`src/rtl/e1_ts0_pkg.sv`:
```
package e1_ts0_pkg;
  localparam int WORD_W   = 8;
  localparam int MF_LEN   = 16;
  localparam int SMF_LEN  = 8;
  localparam int CRC_W    = 4;
  localparam int SPARE_W  = 5;
  localparam int ERR_W    = 2;
  localparam int CNT_W    = $clog2(MF_LEN);
  localparam int SMF_W    = $clog2(SMF_LEN);
  localparam int IDX_W    = $clog2(WORD_W + 1);
  localparam int MFA_LEN  = 6;

  localparam logic [WORD_W-2:0]  FAS_TAIL = 7'b0011011;
  localparam logic [MFA_LEN-1:0] MFA_SEQ  = 6'b001011;  // MSB first, frame 1 onward
  localparam logic [CRC_W:0]     CRC_POLY = 5'b10011;   // x^4 + x + 1
  localparam logic [WORD_W-1:0]  TS0_RST  = {1'b1, FAS_TAIL};
endpackage

```
`src/rtl/e1_mf_seq.sv`:
```
module e1_mf_seq
  import e1_ts0_pkg::*;
(
  input  logic             clk_i,
  input  logic             rst_ni,
  input  logic             frame_start_i,
  input  logic             crc_en_i,
  output logic [CNT_W-1:0] cnt_o,
  output logic [CNT_W-1:0] cnt_nxt_o,
  output logic             mode_o,
  output logic             mode_nxt_o,
  output logic             smf_end_o
);
  localparam logic [CNT_W-1:0] CNT_LAST = CNT_W'(MF_LEN - 1);
  localparam logic [SMF_W-1:0] SMF_LAST = SMF_W'(SMF_LEN - 1);

  logic [CNT_W-1:0] cnt_q;
  logic             mode_q;
  logic             mf_end;

  assign mf_end     = frame_start_i && (cnt_q == CNT_LAST);
  assign smf_end_o  = frame_start_i && (cnt_q[SMF_W-1:0] == SMF_LAST);
  assign mode_nxt_o = mf_end ? crc_en_i : mode_q;

  always_comb begin
    cnt_nxt_o = cnt_q;
    if (mf_end)             cnt_nxt_o = '0;
    else if (frame_start_i) cnt_nxt_o = cnt_q + CNT_W'(1);
  end

  always_ff @(posedge clk_i or negedge rst_ni) begin
    if (!rst_ni) begin
      cnt_q  <= '0;
      mode_q <= 1'b0;
    end else begin
      cnt_q  <= cnt_nxt_o;
      mode_q <= mode_nxt_o;
    end
  end

  assign cnt_o  = cnt_q;
  assign mode_o = mode_q;
endmodule

```
`src/rtl/e1_crc4_acc.sv`:
```
module e1_crc4_acc
  import e1_ts0_pkg::*;
(
  input  logic              clk_i,
  input  logic              rst_ni,
  input  logic              frame_start_i,
  input  logic              smf_end_i,
  input  logic              bit_vld_i,
  input  logic              bit_i,
  input  logic [WORD_W-1:0] ts0_i,
  input  logic              mask_c_i,
  output logic [CRC_W-1:0]  hold_nxt_o
);
  localparam logic [IDX_W-1:0] IDX_END = IDX_W'(WORD_W);

  logic [IDX_W-1:0]  idx_q;
  logic [CRC_W-1:0]  acc_q, hold_q, acc_upd;
  logic [WORD_W-1:0] ts0_sh;
  logic              in_ts0, din, fb, take;

  assign in_ts0 = idx_q < IDX_END;
  assign ts0_sh = ts0_i << idx_q;
  assign take   = bit_vld_i && !frame_start_i;

  // own overhead replaces line data; C-bit slot counts as zero
  always_comb begin
    din = bit_i;
    if (in_ts0) din = ts0_sh[WORD_W-1];
    if (idx_q == '0 && mask_c_i) din = 1'b0;
  end

  assign fb      = acc_q[CRC_W-1] ^ din;
  assign acc_upd = {acc_q[CRC_W-2:0], 1'b0} ^ ({CRC_W{fb}} & CRC_POLY[CRC_W-1:0]);

  always_ff @(posedge clk_i or negedge rst_ni) begin
    if (!rst_ni) begin
      idx_q  <= '0;
      acc_q  <= '0;
      hold_q <= '0;
    end else if (frame_start_i) begin
      idx_q <= '0;
      if (smf_end_i) begin
        hold_q <= acc_q;
        acc_q  <= '0;
      end
    end else if (take) begin
      acc_q <= acc_upd;
      if (in_ts0) idx_q <= idx_q + IDX_W'(1);
    end
  end

  assign hold_nxt_o = smf_end_i ? acc_q : hold_q;
endmodule

```
`src/rtl/e1_ts0_word.sv`:
```
module e1_ts0_word
  import e1_ts0_pkg::*;
(
  input  logic [CNT_W-1:0]   cnt_i,
  input  logic               mode_i,
  input  logic               rai_i,
  input  logic [SPARE_W-1:0] spare_i,
  input  logic [ERR_W-1:0]   rx_err_i,
  input  logic [CRC_W-1:0]   crc_i,
  output logic [WORD_W-1:0]  word_o
);
  localparam int SLOT_W = CNT_W - 1;

  logic [SMF_W-2:0]   c_sel;
  logic [SLOT_W-1:0]  slot;
  logic [CRC_W-1:0]   crc_sh;
  logic [MFA_LEN-1:0] mfa_sh;
  logic               b1_even, b1_odd;

  assign c_sel  = cnt_i[SMF_W-1:1];
  assign slot   = cnt_i[CNT_W-1:1];
  assign crc_sh = crc_i << c_sel;
  assign mfa_sh = MFA_SEQ << slot;

  assign b1_even = mode_i ? crc_sh[CRC_W-1] : 1'b1;

  always_comb begin
    b1_odd = 1'b1;
    if (mode_i) begin
      if (slot == SLOT_W'(MFA_LEN))          b1_odd = !rx_err_i[0];
      else if (slot == SLOT_W'(MFA_LEN + 1)) b1_odd = !rx_err_i[1];
      else                                   b1_odd = mfa_sh[MFA_LEN-1];
    end
  end

  always_comb begin
    if (cnt_i[0]) word_o = {b1_odd, 1'b1, rai_i, spare_i};
    else          word_o = {b1_even, FAS_TAIL};
  end
endmodule

```
`src/rtl/e1_ts0_gen.sv`:
```
module e1_ts0_gen
  import e1_ts0_pkg::*;
(
  input  logic               clk_i,
  input  logic               rst_ni,
  input  logic               frame_start_i,
  input  logic               crc_en_i,
  input  logic               rai_i,
  input  logic [SPARE_W-1:0] spare_i,
  input  logic [ERR_W-1:0]   rx_err_i,
  input  logic               bit_vld_i,
  input  logic               bit_i,
  output logic [WORD_W-1:0]  ts0_o,
  output logic [CNT_W-1:0]   fr_cnt_o
);
  logic [CNT_W-1:0]  cnt_w, cnt_nxt;
  logic              mode_w, mode_nxt, smf_end;
  logic [CRC_W-1:0]  hold_nxt;
  logic [WORD_W-1:0] word_nxt, ts0_q;

  e1_mf_seq u_seq (
    .clk_i         (clk_i),
    .rst_ni        (rst_ni),
    .frame_start_i (frame_start_i),
    .crc_en_i      (crc_en_i),
    .cnt_o         (cnt_w),
    .cnt_nxt_o     (cnt_nxt),
    .mode_o        (mode_w),
    .mode_nxt_o    (mode_nxt),
    .smf_end_o     (smf_end)
  );

  e1_crc4_acc u_crc (
    .clk_i         (clk_i),
    .rst_ni        (rst_ni),
    .frame_start_i (frame_start_i),
    .smf_end_i     (smf_end),
    .bit_vld_i     (bit_vld_i),
    .bit_i         (bit_i),
    .ts0_i         (ts0_q),
    .mask_c_i      (mode_w && !cnt_w[0]),
    .hold_nxt_o    (hold_nxt)
  );

  e1_ts0_word u_word (
    .cnt_i    (cnt_nxt),
    .mode_i   (mode_nxt),
    .rai_i    (rai_i),
    .spare_i  (spare_i),
    .rx_err_i (rx_err_i),
    .crc_i    (hold_nxt),
    .word_o   (word_nxt)
  );

  always_ff @(posedge clk_i or negedge rst_ni) begin
    if (!rst_ni)            ts0_q <= TS0_RST;
    else if (frame_start_i) ts0_q <= word_nxt;
  end

  assign ts0_o    = ts0_q;
  assign fr_cnt_o = cnt_w;
endmodule

```
`config.mk`:
```
export PLATFORM = sky130hd
export DESIGN_NAME = e1_ts0_gen
export DESIGN_NICKNAME = d
export VERILOG_FILES = /design/src/rtl/e1_ts0_pkg.sv /design/src/rtl/e1_mf_seq.sv /design/src/rtl/e1_crc4_acc.sv /design/src/rtl/e1_ts0_word.sv /design/src/rtl/e1_ts0_gen.sv
export SDC_FILE = /design/constraint.sdc
export NUM_CORES = 1
export LEC_CHECK = 0
export ABC_AREA = 1
export BUFFER_PORTS_ARGS = -buffer_cell sky130_fd_sc_hd__buf_4
export CAP_MARGIN = 20
export CORE_MARGIN = 4
export CORE_UTILIZATION = 53
export DETAILED_ROUTE_END_ITERATION = 10
export GPL_ROUTABILITY_DRIVEN = 0
export MAX_ROUTING_LAYER = met4
export PLACE_DENSITY_LB_ADDON = 0.3
export SYNTH_ARGS = -nofsm -noshare
export SYNTH_HDL_FRONTEND = slang
export SYNTH_SLANG_ARGS = --single-unit
```
`constraint.sdc`:
```
create_clock -name clk_i -period 1.8 [get_ports clk_i]
set_input_delay 0.09 -clock clk_i [delete_from_list [all_inputs] [get_ports clk_i]]
set_output_delay 0.09 -clock clk_i [all_outputs]
set_load 0.02 [all_outputs]
```
Word level (Yosys, flattened, before mapping) --
Index checks and enable logic that the tools add are counted.
Storage, ports and cells: flip-flop bits (word level) 25
Cells by class: reduce and logical (&&, ||, !) cells 14, equality and inequality tests 5, bitwise operators 2, mux-type cells 17, add/subtract/negate cells 2, shift-type cells 3, magnitude comparators 1
Operators by type and width (number):
- 2-to-1 mux 4 bit | 9
- equality test 3 bit, second input constant | 3
- adder 4 x 1 -> 4 bit, second input constant | 2
- 2-to-1 mux 8 bit | 1
- left shift 8 x 4 -> 8 bit | 1
- 2-to-1 mux 1 bit | 7
- left shift 4 x 3 -> 6 bit, first input constant | 1
- logical AND 1 bit | 5
- equality test 4 bit, second input constant | 1
- zero test 1 bit | 4
- zero test 4 bit | 1
- less-than comparator 4 bit, second input constant | 1
- AND reduction 2 bit | 2
- nonzero test 2 bit | 2
- left shift 4 x 2 -> 4 bit | 1
- XOR 4 x 2 -> 4 bit | 1
- inequality test 2 x 1 -> 1 bit, second input constant | 1
- XOR 1 bit | 1

Depth between registers and ports, before layout --
Gate-level depths: netlist (run 1).
depth in word-level cells 8, gate-level depth with buffers 13

Hierarchy --
A second synthesis (run 1) with hierarchy kept.
Second synthesis, totals: cells, all modules 188, area total of the unflattened synthesis 1406.3 um^2
Modules (own cells, without submodules):
- e1_crc4_acc | cells each 85, area each 678.2 um^2, instances 1
- e1_ts0_gen | cells each 36, area each 319.1 um^2, instances 1
- e1_mf_seq | cells each 35, area each 264.0 um^2, instances 1
- e1_ts0_word | cells each 32, area each 145.1 um^2, instances 1

Worst setup path before layout (run 1) --
No wires, ideal clock.
kind register to register, start point reg u_seq.cnt_q[0] (netlist: u_seq.cnt_o[0]), end point reg ts0_q[7] (netlist: ts0_o[7]), setup slack 23 ps, clock period less this slack 1777 ps, required time 1721 ps, setup time 79 ps, path buffers 0, data arrival time 1697 ps, stages on the path, launching flop included 14, cell sequence dfrtp_1 ha_1 ha_1 nand2_2 inv_2 or2_1 o21ai_1 nand2_1 nand3_1 nand2_1 nand2_1 nand2_1 nand2_1 nand2_1
Between the ends: word-level cells in the longest chain between the ends 8, elaborated cells between the ends (all ways) 18
RTL lines:
- start, declared | line e1_mf_seq.sv:17 | logic [CNT_W-1:0] cnt_q;
- start signal, assigned | line e1_mf_seq.sv:36 | cnt_q <= cnt_nxt_o;
- adder 4 x 1 -> 4 bit / equality test 4 bit (equally long branches) | line e1_mf_seq.sv:28, e1_mf_seq.sv:21
- 2-to-1 mux 4 bit / logical AND 1 bit (equally long branches) | line e1_mf_seq.sv:28, e1_mf_seq.sv:21
- 2-to-1 mux 4 bit | line e1_mf_seq.sv:27 | if (mf_end) cnt_nxt_o = '0;
- left shift 4 x 3 -> 6 bit / equality test 3 bit (equally long branches) | line e1_ts0_word.sv:23, e1_ts0_word.sv:31
- 2-to-1 mux 1 bit | line e1_ts0_word.sv:31 | else if (slot == SLOT_W'(MFA_LEN + 1)) b1_odd = !rx_err_i[1];
- 2-to-1 mux 1 bit | line e1_ts0_word.sv:30 | if (slot == SLOT_W'(MFA_LEN)) b1_odd = !rx_err_i[0];
- 2-to-1 mux 1 bit | line e1_ts0_word.sv:29 | if (mode_i) begin
- 2-to-1 mux 8 bit * | line e1_ts0_word.sv:37 | if (cnt_i[0]) word_o = {b1_odd, 1'b1, rai_i, spare_i};
- end signal, assigned | line e1_ts0_gen.sv:57 | else if (frame_start_i) ts0_q <= word_nxt;
- end, declared | line e1_ts0_gen.sv:19 | logic [WORD_W-1:0] word_nxt, ts0_q;
Every way passes the cells marked *; elsewhere a longest branch is shown, timed or not. A chain may end at the register's enable or synchronous reset.

Final worst setup path (run 1) --
start point reg u_seq.cnt_q[0] (netlist: u_seq.cnt_o[0]), end point reg ts0_q[7] (netlist: ts0_o[7])
Between the ends: word-level cells in the longest chain between the ends 8, elaborated cells between the ends (all ways) 18
RTL lines:
- adder 4 x 1 -> 4 bit / equality test 4 bit (equally long branches) | line e1_mf_seq.sv:28, e1_mf_seq.sv:21
- 2-to-1 mux 4 bit / logical AND 1 bit (equally long branches) | line e1_mf_seq.sv:28, e1_mf_seq.sv:21
- 2-to-1 mux 4 bit * | line e1_mf_seq.sv:27
- net cnt_nxt[2] | line e1_ts0_gen.sv:16 | logic [CNT_W-1:0] cnt_w, cnt_nxt;
- left shift 4 x 3 -> 6 bit / equality test 3 bit (equally long branches) | line e1_ts0_word.sv:23, e1_ts0_word.sv:31
- 2-to-1 mux 1 bit | line e1_ts0_word.sv:31
- 2-to-1 mux 1 bit | line e1_ts0_word.sv:30
- 2-to-1 mux 1 bit | line e1_ts0_word.sv:29
- 2-to-1 mux 8 bit * | line e1_ts0_word.sv:37
Mark *: on every way through the listed nets, which the timed path passes. The rest lies on a longest branch.

==> flow_metrics.tcl, run 1 <==
set metrics [dict create \
    clkSinkCount 25 \
    slew_headroom 0.786 \
    worstHoldPathType "in -> reg" \
    clk_latency_ns 0.34 \
    hpwl_mm 2.19 \
    p_sw_frac 0.411 \
    portBuffers 25 \
    p_leak_nw 0.886 \
    maxCapViolCount 0 \
    p_int_mw 1.28 \
    fin_crit_ns 1.75 \
    setup_viol 0 \
    syn_inst 156 \
    drtPass1Iterations 4 \
    cp_data_required_time_ns 2.08 \
    worst_slew_pin_slew_ns 0.320 \
    tritoncts "yes" \
    maxSlewViolCount 0 \
    vdd_ir_drop_max_uv 1100 \
    seqPwrFrac 0.395 \
    htree_levels 1 \
    critPathTopFamily "adder cells" \
    cp_slowest_cell "dfrtp_1" \
    fmax_mhz 572 \
    avgSynthCellArea_um2 8.39 \
    path_max_fanout 4 \
    ys_warn_count 0 \
    num_vias 1191 \
    fin_skew_ns 0.00948 \
    synth_fp_nets 174 \
    cp-start-kind "flip-flop" \
    root_buffer "clkbuf_4" \
    drive_above_1_share 0.315 \
    combPwrFrac 0.480 \
    clockBufferDepth 2 \
    crit_chain "ha_2 > ha_2 > o21ai_2 > nor2_2 > buf_4 > o211ai_1 > nand2_1 > nand2_1 > nand2_1 > nand2_1 > nand2_1" \
    grt_max_degree 26 \
    track_usage 0.209 \
    die_w_um 57.7 \
    grt_pass1_vias 1190 \
    p_clk_frac 0.125 \
    antenna_found_initial 0 \
    finalHoldViolCount 0 \
    nets 219 \
    cpPeakStageDelay_ns 0.42 \
    synth_seq_cells 25 \
    antennaDiodeCount 0 \
    numCtsBuffers 3 \
    avgRoutedWirePerCell_um 13.6 \
    worst_slack_ns 0.0505 \
    cp.arrival_ns 2.03 \
    p_per_area_nw_per_um2 1280 \
    finalWirelength_mm 3.09 \
    core_area_um2 2280 \
    grt_pass1_wl_mm 5.21 \
    outcome "complete, no violations" \
    fp-row-count 17 \
    die_area_um2 3330 \
    fin_crit_sh 0.972 \
    path_clk_slew_ns 0.15 \
    die_height_um 57.7 \
    antenna_left 0 \
    io_pins 26 \
    finalPower_mw 2.18 \
    area_growth_pct 30.0 \
    first_iter_violations 35 \
    syn_area_um2 1310 \
    yosysUniqueCellTypes 25 \
    viasPerCell 5.22 \
    initial_core_util 0.575 \
    overflow 0 \
    dpl_worst_slack_ns 0.0566 \
    placed_cells 210 \
    drc 0 \
    power_switching_mw 0.895 \
    crit_type "reg -> reg" \
    layout.cells.non_filler 228 \
    crit_buf_inv 1 \
    end_kind "flip-flop" \
    cp_common_cell "nand2_1" \
    seq_area_frac_synth 0.483 \
    final_core_util 0.748 \
]
==> cell usage in the layout (no fill, tap or decap), types with 3 or more instances in the layout <==
cell | synthesis | routed
buf_4 | 0 | 34
clkbuf_4 | 0 | 3
dfrtp_1 | 20 | 20
dfstp_2 | 5 | 5
dlygate4sd3_1 | 0 | 8
inv_1 | 20 | 20
inv_2 | 6 | 6
nand2_1 | 38 | 38
nand2_4 | 3 | 4
nand3_1 | 17 | 17
nor2_1 | 8 | 8
o21ai_0 | 7 | 5
o22a_1 | 4 | 4
o22ai_1 | 3 | 3
or2_1 | 3 | 3
==> cells by family after synthesis <==
logic type      Yosys count  synth area share
fa+ha+maj                 4            0.0382
compound gates           23             0.117
buf+inv                  28            0.0918
simple gates             76             0.271
flops                    25             0.483
==> layer usage <==
layer,part of all wire,global-route usage,wire length (µm)
met1,0.45,0.258,1390
met2,0.51,0.350,1560
met3,0.024,0.0267,75
met4,0.023,0.0762,70
met5,0,-,0
==> state kept, by name (all words and copies together), names as in the netlist <==
register / count
u_seq.cnt_o: 4
u_crc.hold_q: 4
ts0_o: 8
u_crc.acc_q: 4
u_crc.idx_q: 4
u_seq.mode_o: 1
==> final cells by class <==
cell class | count | area (µm²)
clock buffer | 3 | 22.5
multi-input combinational | 103 | 574
clock inverter | 1 | 5.00
timing repair buffer | 42 | 335
fill | 157 | 574
tap | 28 | 35.0
inverter | 26 | 97.6
sequential | 25 | 632
==> final timing paths <==
kind                                start             end  slack, ns  cells past startpoint
max reg2reg                u_seq.cnt_o[0]        ts0_o[7]       0.05                     11
max                        u_seq.cnt_o[0]        ts0_o[7]       0.05                     11
min                         frame_start_i  u_crc.idx_q[1]       0.04                      2
max in group asynchronous          rst_ni        ts0_o[7]       1.33                      2
min in group asynchronous          rst_ni  u_crc.acc_q[1]       0.16                      2
min reg2reg                u_crc.acc_q[1]  u_crc.acc_q[1]       0.51                      2
==> per-stage QoR <==
step | instance area (µm²) | hold WS [ns] | setup TNS, ns
after floorplan | 1310 | -0.206 | 0
after global placement | 1530 | 0.00449 | 0
after detailed placement | 1530 | 0.0106 | 0
after CTS | 1640 | 0.0305 | 0
after global routing | 1700 | 0.0472 | -0.0294
final | 1700 | 0.0356 | 0
==> synth_stat cells, drive strengths merged <==
master	instances	area, µm²
nand4	1	6.26
nand2	44	195
o22ai	3	18.8
a21oi	2	10.0
nor2	10	42.5
a22o	2	17.5
inv	26	97.6
o22a	4	35.0
a21boi	1	7.51
o21ai	9	48.8
dfrtp	20	500
nand3	17	85.1
or2	4	25.0
o211ai	1	7.51
buf	2	22.5
dfstp	5	131
a211oi	1	7.51
ha	4	50.1
==> power groups by stage <==
stage          sequential (mW)  combinational (mW)  clock, mW
4_1_cts                  0.856               0.932      0.267
3_5_place_dp             0.865               0.917          0
5_1_grt                  0.879                1.16      0.301
6_report                 0.859                1.04      0.273
3_3_place_gp             0.863               0.873          0
2_1_floorplan            0.935               0.534          0
==> what timing repair did <==
item	in CTS	in global routing
buffers inserted	0	6
hold buffers	8	0
endpoints found under the hold margin	32	0
resized for setup	0	7
setup endpoints to repair	0	1
No activity file was read; power rests on OpenSTA's default activity.
==> run 2: changes to the inputs <==
--- a/config.mk
+++ b/config.mk
@@ -14,6 +14,8 @@
 export GPL_ROUTABILITY_DRIVEN = 0
 export MAX_ROUTING_LAYER = met4
 export PLACE_DENSITY_LB_ADDON = 0.3
+export REMOVE_ABC_BUFFERS = 1
+export SKIP_LAST_GASP = 1
 export SYNTH_ARGS = -nofsm -noshare
 export SYNTH_HDL_FRONTEND = slang
 export SYNTH_SLANG_ARGS = --single-unit
==> flow_metrics.tcl, run 2 (synthesis gave the netlist of run 1 again) <==
set metrics [dict create \
    rrSetupSlack_ns 0.04 \
    antenna_found_initial 0 \
    grt_pass1_vias 1147 \
    crit_start "u_seq.cnt_o[1]" \
    largest_reg_flops 8 \
    die_area_um2 3330 \
    die_w_um 57.7 \
    r2r_start "u_seq.cnt_o[1]" \
    io_pins 26 \
    vdd_ir_drop_max_uv 939 \
    fp-row-count 17 \
    htree_levels 1 \
    num_vias 1197 \
    drive_above_1_share 0.299 \
    worst_slew_pin_slew_ns 0.318 \
    antenna_left 0 \
    tritoncts "yes" \
    nets 216 \
    clockBufferDepth 2 \
    maxCapViolCount 0 \
    setup_viol 0 \
    end_kind "flip-flop" \
    n_fill_cell 157 \
    avgRoutedWirePerCell_um 14.2 \
    final_core_util 0.734 \
    holdCritStartpoint "frame_start_i" \
    core_area_um2 2280 \
    cp.arrival_ns 2.03 \
    track_usage 0.208 \
    grt_pass1_wl_mm 5.27 \
    min_path_cells 2 \
    design_area_um2 1670 \
    crit_type "reg -> reg" \
    multi_input_area_um2 567 \
    fmax_mhz 570 \
    drtPass1Iterations 4 \
    final_common_cell "nand2_1" \
    slew_headroom 0.788 \
    clkSinkCount 25 \
    finalWirelength_mm 3.20 \
    fin_crit_sh 0.975 \
    outcome "complete, no violations" \
    overflow 0 \
    portBuffers 25 \
    first_iter_violations 25 \
    drc 0 \
    clk_latency_ns 0.33 \
    seqCellArea_um2 632 \
    viasPerCell 5.32 \
    root_buffer "clkbuf_4" \
    cp_data_required_time_ns 2.07 \
    initial_core_util 0.575 \
    finalHoldViolCount 0 \
    p_leak_nw 0.867 \
    fin_crit_ns 1.76 \
    p_per_area_nw_per_um2 1250 \
    hpwl_mm 2.10 \
    path_clk_slew_ns 0.14 \
    place_area_um2 1530 \
    grt_max_degree 26 \
    maxSlewViolCount 0 \
    rr_worst_depth 12 \
    die_height_um 57.7 \
    path_max_fanout 4 \
    cp-start-kind "flip-flop" \
    antennaDiodeCount 0 \
    layout_common_cells "38 x nand2_1, 31 x buf_4, 20 x inv_1, 20 x dfrtp_1, 17 x nand3_1" \
    fin_skew_ns 0.00361 \
    worstHoldPathType "in -> reg" \
    area_growth_pct 27.7 \
    numCtsBuffers 3 \
]
[run 2: final cells by class]
class,count,area share
Clock inverter,1,0.00299
Multi-Input combinational cell,103,0.339
Inverter,26,0.0584
Timing Repair Buffer,39,0.187
Clock buffer,3,0.0135
Tap cell,28,0.0210
Sequential cell,25,0.378
[run 2: through the flow]
step | hold slack, ns | std cells | setup slack [ns] | power [mW] | setup TNS, ns
floorplan | -0.206 | 154 | 0.0235 | 1.46 | 0
global placement | 0.00432 | 210 | 0.142 | 1.74 | 0
detailed placement | 0.0114 | 210 | 0.0369 | 1.77 | 0
CTS | 0.0444 | 222 | 0.0126 | 2.05 | 0
global route | 0.0384 | 225 | -0.0511 | 2.27 | -0.0511
finish | 0.0508 | 225 | 0.0448 | 2.10 | 0
[run 2: critical path, cell delays in order (launching register included)]
cell	delay [ns]
dfrtp_1	0.40
ha_2	0.20
ha_1	0.15
nand2_2	0.08
buf_4	0.15
o21ai_0	0.24
nand2_1	0.08
o211ai_1	0.10
nand2_1	0.07
nand2_1	0.06
nand2_1	0.05
nand2_1	0.07
nand2_1	0.06
[run 2: power by group]
group          internal [mW]  total [mW]  switching [mW]  leakage [nW]
logic                  0.404       0.966           0.561         0.547
clock network         0.0836       0.265           0.181        0.0177
registers              0.743       0.867           0.124         0.302
total                   1.23        2.10           0.867         0.867
[run 2: worst paths after layout]
path                                         to
worst max-delay path                   ts0_o[7]
worst min-delay path             u_crc.idx_q[1]
worst max register to register         ts0_o[7]
worst min register to register  u_crc.hold_q[2]
max in group asynchronous              ts0_o[3]
min in group asynchronous       u_crc.hold_q[3]
[run 2: timing repair]
item,in CTS,in global routing
resized for setup,0,4
hold endpoints to repair,32,0
setup buffers,0,3
hold buffers,8,0
setup endpoints to repair,0,1
[run 2: layer usage]
metal / wire (µm) / track usage / up-vias
li1: - / - / 583
met1: 1410 / 0.276 / 575
met2: 1610 / 0.339 / 36
met3: 142 / 0.0200 / 3
met4: 31 / 0.0596 / 0
met5: 0 / - / -
==> run 3: changes to the inputs <==
--- a/config.mk
+++ b/config.mk
@@ -12,7 +12,6 @@
 export CORE_UTILIZATION = 53
 export DETAILED_ROUTE_END_ITERATION = 10
 export GPL_ROUTABILITY_DRIVEN = 0
-export MAX_ROUTING_LAYER = met4
 export PLACE_DENSITY_LB_ADDON = 0.3
 export REMOVE_ABC_BUFFERS = 1
 export SKIP_LAST_GASP = 1
==> flow_metrics.tcl, run 3 (synthesis gave the netlist of run 1 again) <==
set metrics [dict create \
    outcome "complete, no violations" \
    slew_headroom 0.789 \
    use_met3 0.0223 \
    grt_pass1_vias 1150 \
    busiest_layer "met2" \
    finalHoldViolCount 0 \
    layout_common_cells "38 x nand2_1, 31 x buf_4, 20 x inv_1, 20 x dfrtp_1, 17 x nand3_1" \
    maxCapViolCount 0 \
    nets 216 \
    first_iter_violations 24 \
    numCtsBuffers 3 \
    die_area_um2 3330 \
    maxSlewViolCount 0 \
    end_kind "flip-flop" \
    finalPower_mw 2.10 \
    portBuffers 25 \
    antenna_found_initial 0 \
    crit_type "reg -> reg" \
    grtUsageMet1 0.275 \
    cp-start-kind "flip-flop" \
    fin_crit_ns 1.74 \
    use_met2 0.339 \
    tritoncts "yes" \
    antenna_left 0 \
    area_growth_pct 27.7 \
    place_area_um2 1530 \
    initial_core_util 0.575 \
    worstHoldPathType "in -> reg" \
    fmax_mhz 573 \
    p_per_area_nw_per_um2 1260 \
    io_pins 26 \
    drtPass1Iterations 4 \
    clockBufferDepth 2 \
    die_height_um 57.7 \
    cp.arrival_ns 2.02 \
    core_area_um2 2280 \
    worst_slew_pin_slew_ns 0.317 \
    num_vias 1203 \
    cp_common_cell "nand2_1" \
    setup_viol 0 \
    final_common_cell "nand2_1" \
    clk_latency_ns 0.33 \
    vdd_ir_drop_max_uv 939 \
    overflow 0 \
    fp-row-count 17 \
    final_core_util 0.734 \
    grt_pass1_wl_mm 5.27 \
    cp_slowest_cell "dfrtp_1" \
    viasPerCell 5.35 \
    p_leak_nw 0.867 \
    avgRoutedWirePerCell_um 14.3 \
    largest_reg_flops 8 \
    crit_buf_inv 1 \
    cpPeakStageDelay_ns 0.39 \
    drc 0 \
    cp_data_required_time_ns 2.08 \
    drive_above_1_share 0.299 \
    critPathTopFamily "simple AND/OR/NAND/NOR gates" \
    die_w_um 57.7 \
    antennaDiodeCount 0 \
    clkSinkCount 25 \
    root_buffer "clkbuf_4" \
    htree_levels 1 \
    crit_chain "ha_2 > ha_1 > nand2_2 > buf_4 > o21ai_0 > nand2_1 > o211ai_1 > nand2_1 > nand2_1 > nand2_1 > nand2_1 > nand2_1" \
    finalWirelength_mm 3.21 \
    path_max_fanout 4 \
    track_usage 0.202 \
    design_area_um2 1670 \
    grt_max_degree 26 \
    path_clk_slew_ns 0.14 \
    hpwl_mm 2.10 \
    fin_crit_sh 0.969 \
    fin_skew_ns 0.00230 \
]
run 3: cell counts in the layout (fill, tap and decap cells not counted):
No cell type changed its count.
run 3: cell type report:
| type | instances | area [µm²] |
|---|---|---|
| clock buffer | 3 | 22.5 |
| inverter | 26 | 97.6 |
| clock inverter | 1 | 5.00 |
| sequential | 25 | 632 |
| timing repair buffer | 39 | 313 |
| tap | 28 | 35.0 |
| fill | 157 | 604 |
| multi-input combinational | 103 | 567 |
run 3: what timing repair did:
item	4_1_cts	5_1_grt
endpoints found under the setup margin	0	1
hold buffers	8	0
endpoints found under the hold margin	32	0
buffers inserted	0	3
resized for setup	0	4
run 3: metal layers:
metal,vias to the layer above,part of all wire,wire length [µm]
met2,31,0.50,1610
met3,3,0.044,142
met1,586,0.44,1420
li1,583,-,-
met5,-,0,0
met4,0,0.0094,30
run 3: path summary, 6_finish.rpt:
check	cells past startpoint	slack, ns	to	from
worst max-delay path	12	0.06	ts0_o[7]	u_seq.cnt_o[1]
worst min-delay path	2	0.05	u_crc.idx_q[1]	frame_start_i
worst max register to register	12	0.06	ts0_o[7]	u_seq.cnt_o[1]
worst min register to register	2	0.52	u_crc.hold_q[2]	u_crc.acc_q[2]
max in group asynchronous	2	1.34	ts0_o[4]	rst_ni
min in group asynchronous	2	0.17	u_crc.hold_q[3]	rst_ni
run 3: worst register-to-register path: stages, from the launching register on:
cell      delay, ns
dfrtp_1        0.39
ha_2           0.20
ha_1           0.15
nand2_2        0.08
buf_4          0.15
o21ai_0        0.23
nand2_1        0.08
o211ai_1       0.10
nand2_1        0.07
nand2_1        0.06
nand2_1        0.05
nand2_1        0.07
nand2_1        0.06
run 3: through the flow:
step | hold WS (ns) | setup TNS [ns] | setup slack, ns | std cells
global placement | 0.00432 | 0 | 0.142 | 210
detailed placement | 0.0114 | 0 | 0.0369 | 210
CTS | 0.0444 | 0 | 0.0126 | 222
finish | 0.0495 | 0 | 0.0553 | 225
floorplan | -0.206 | 0 | 0.0235 | 154
global route | 0.0385 | -0.0511 | -0.0511 | 225
run 3: power by group:
group	switching, mW	internal (mW)
Sequential	0.125	0.743
Clock	0.183	0.0837
Combinational	0.561	0.404
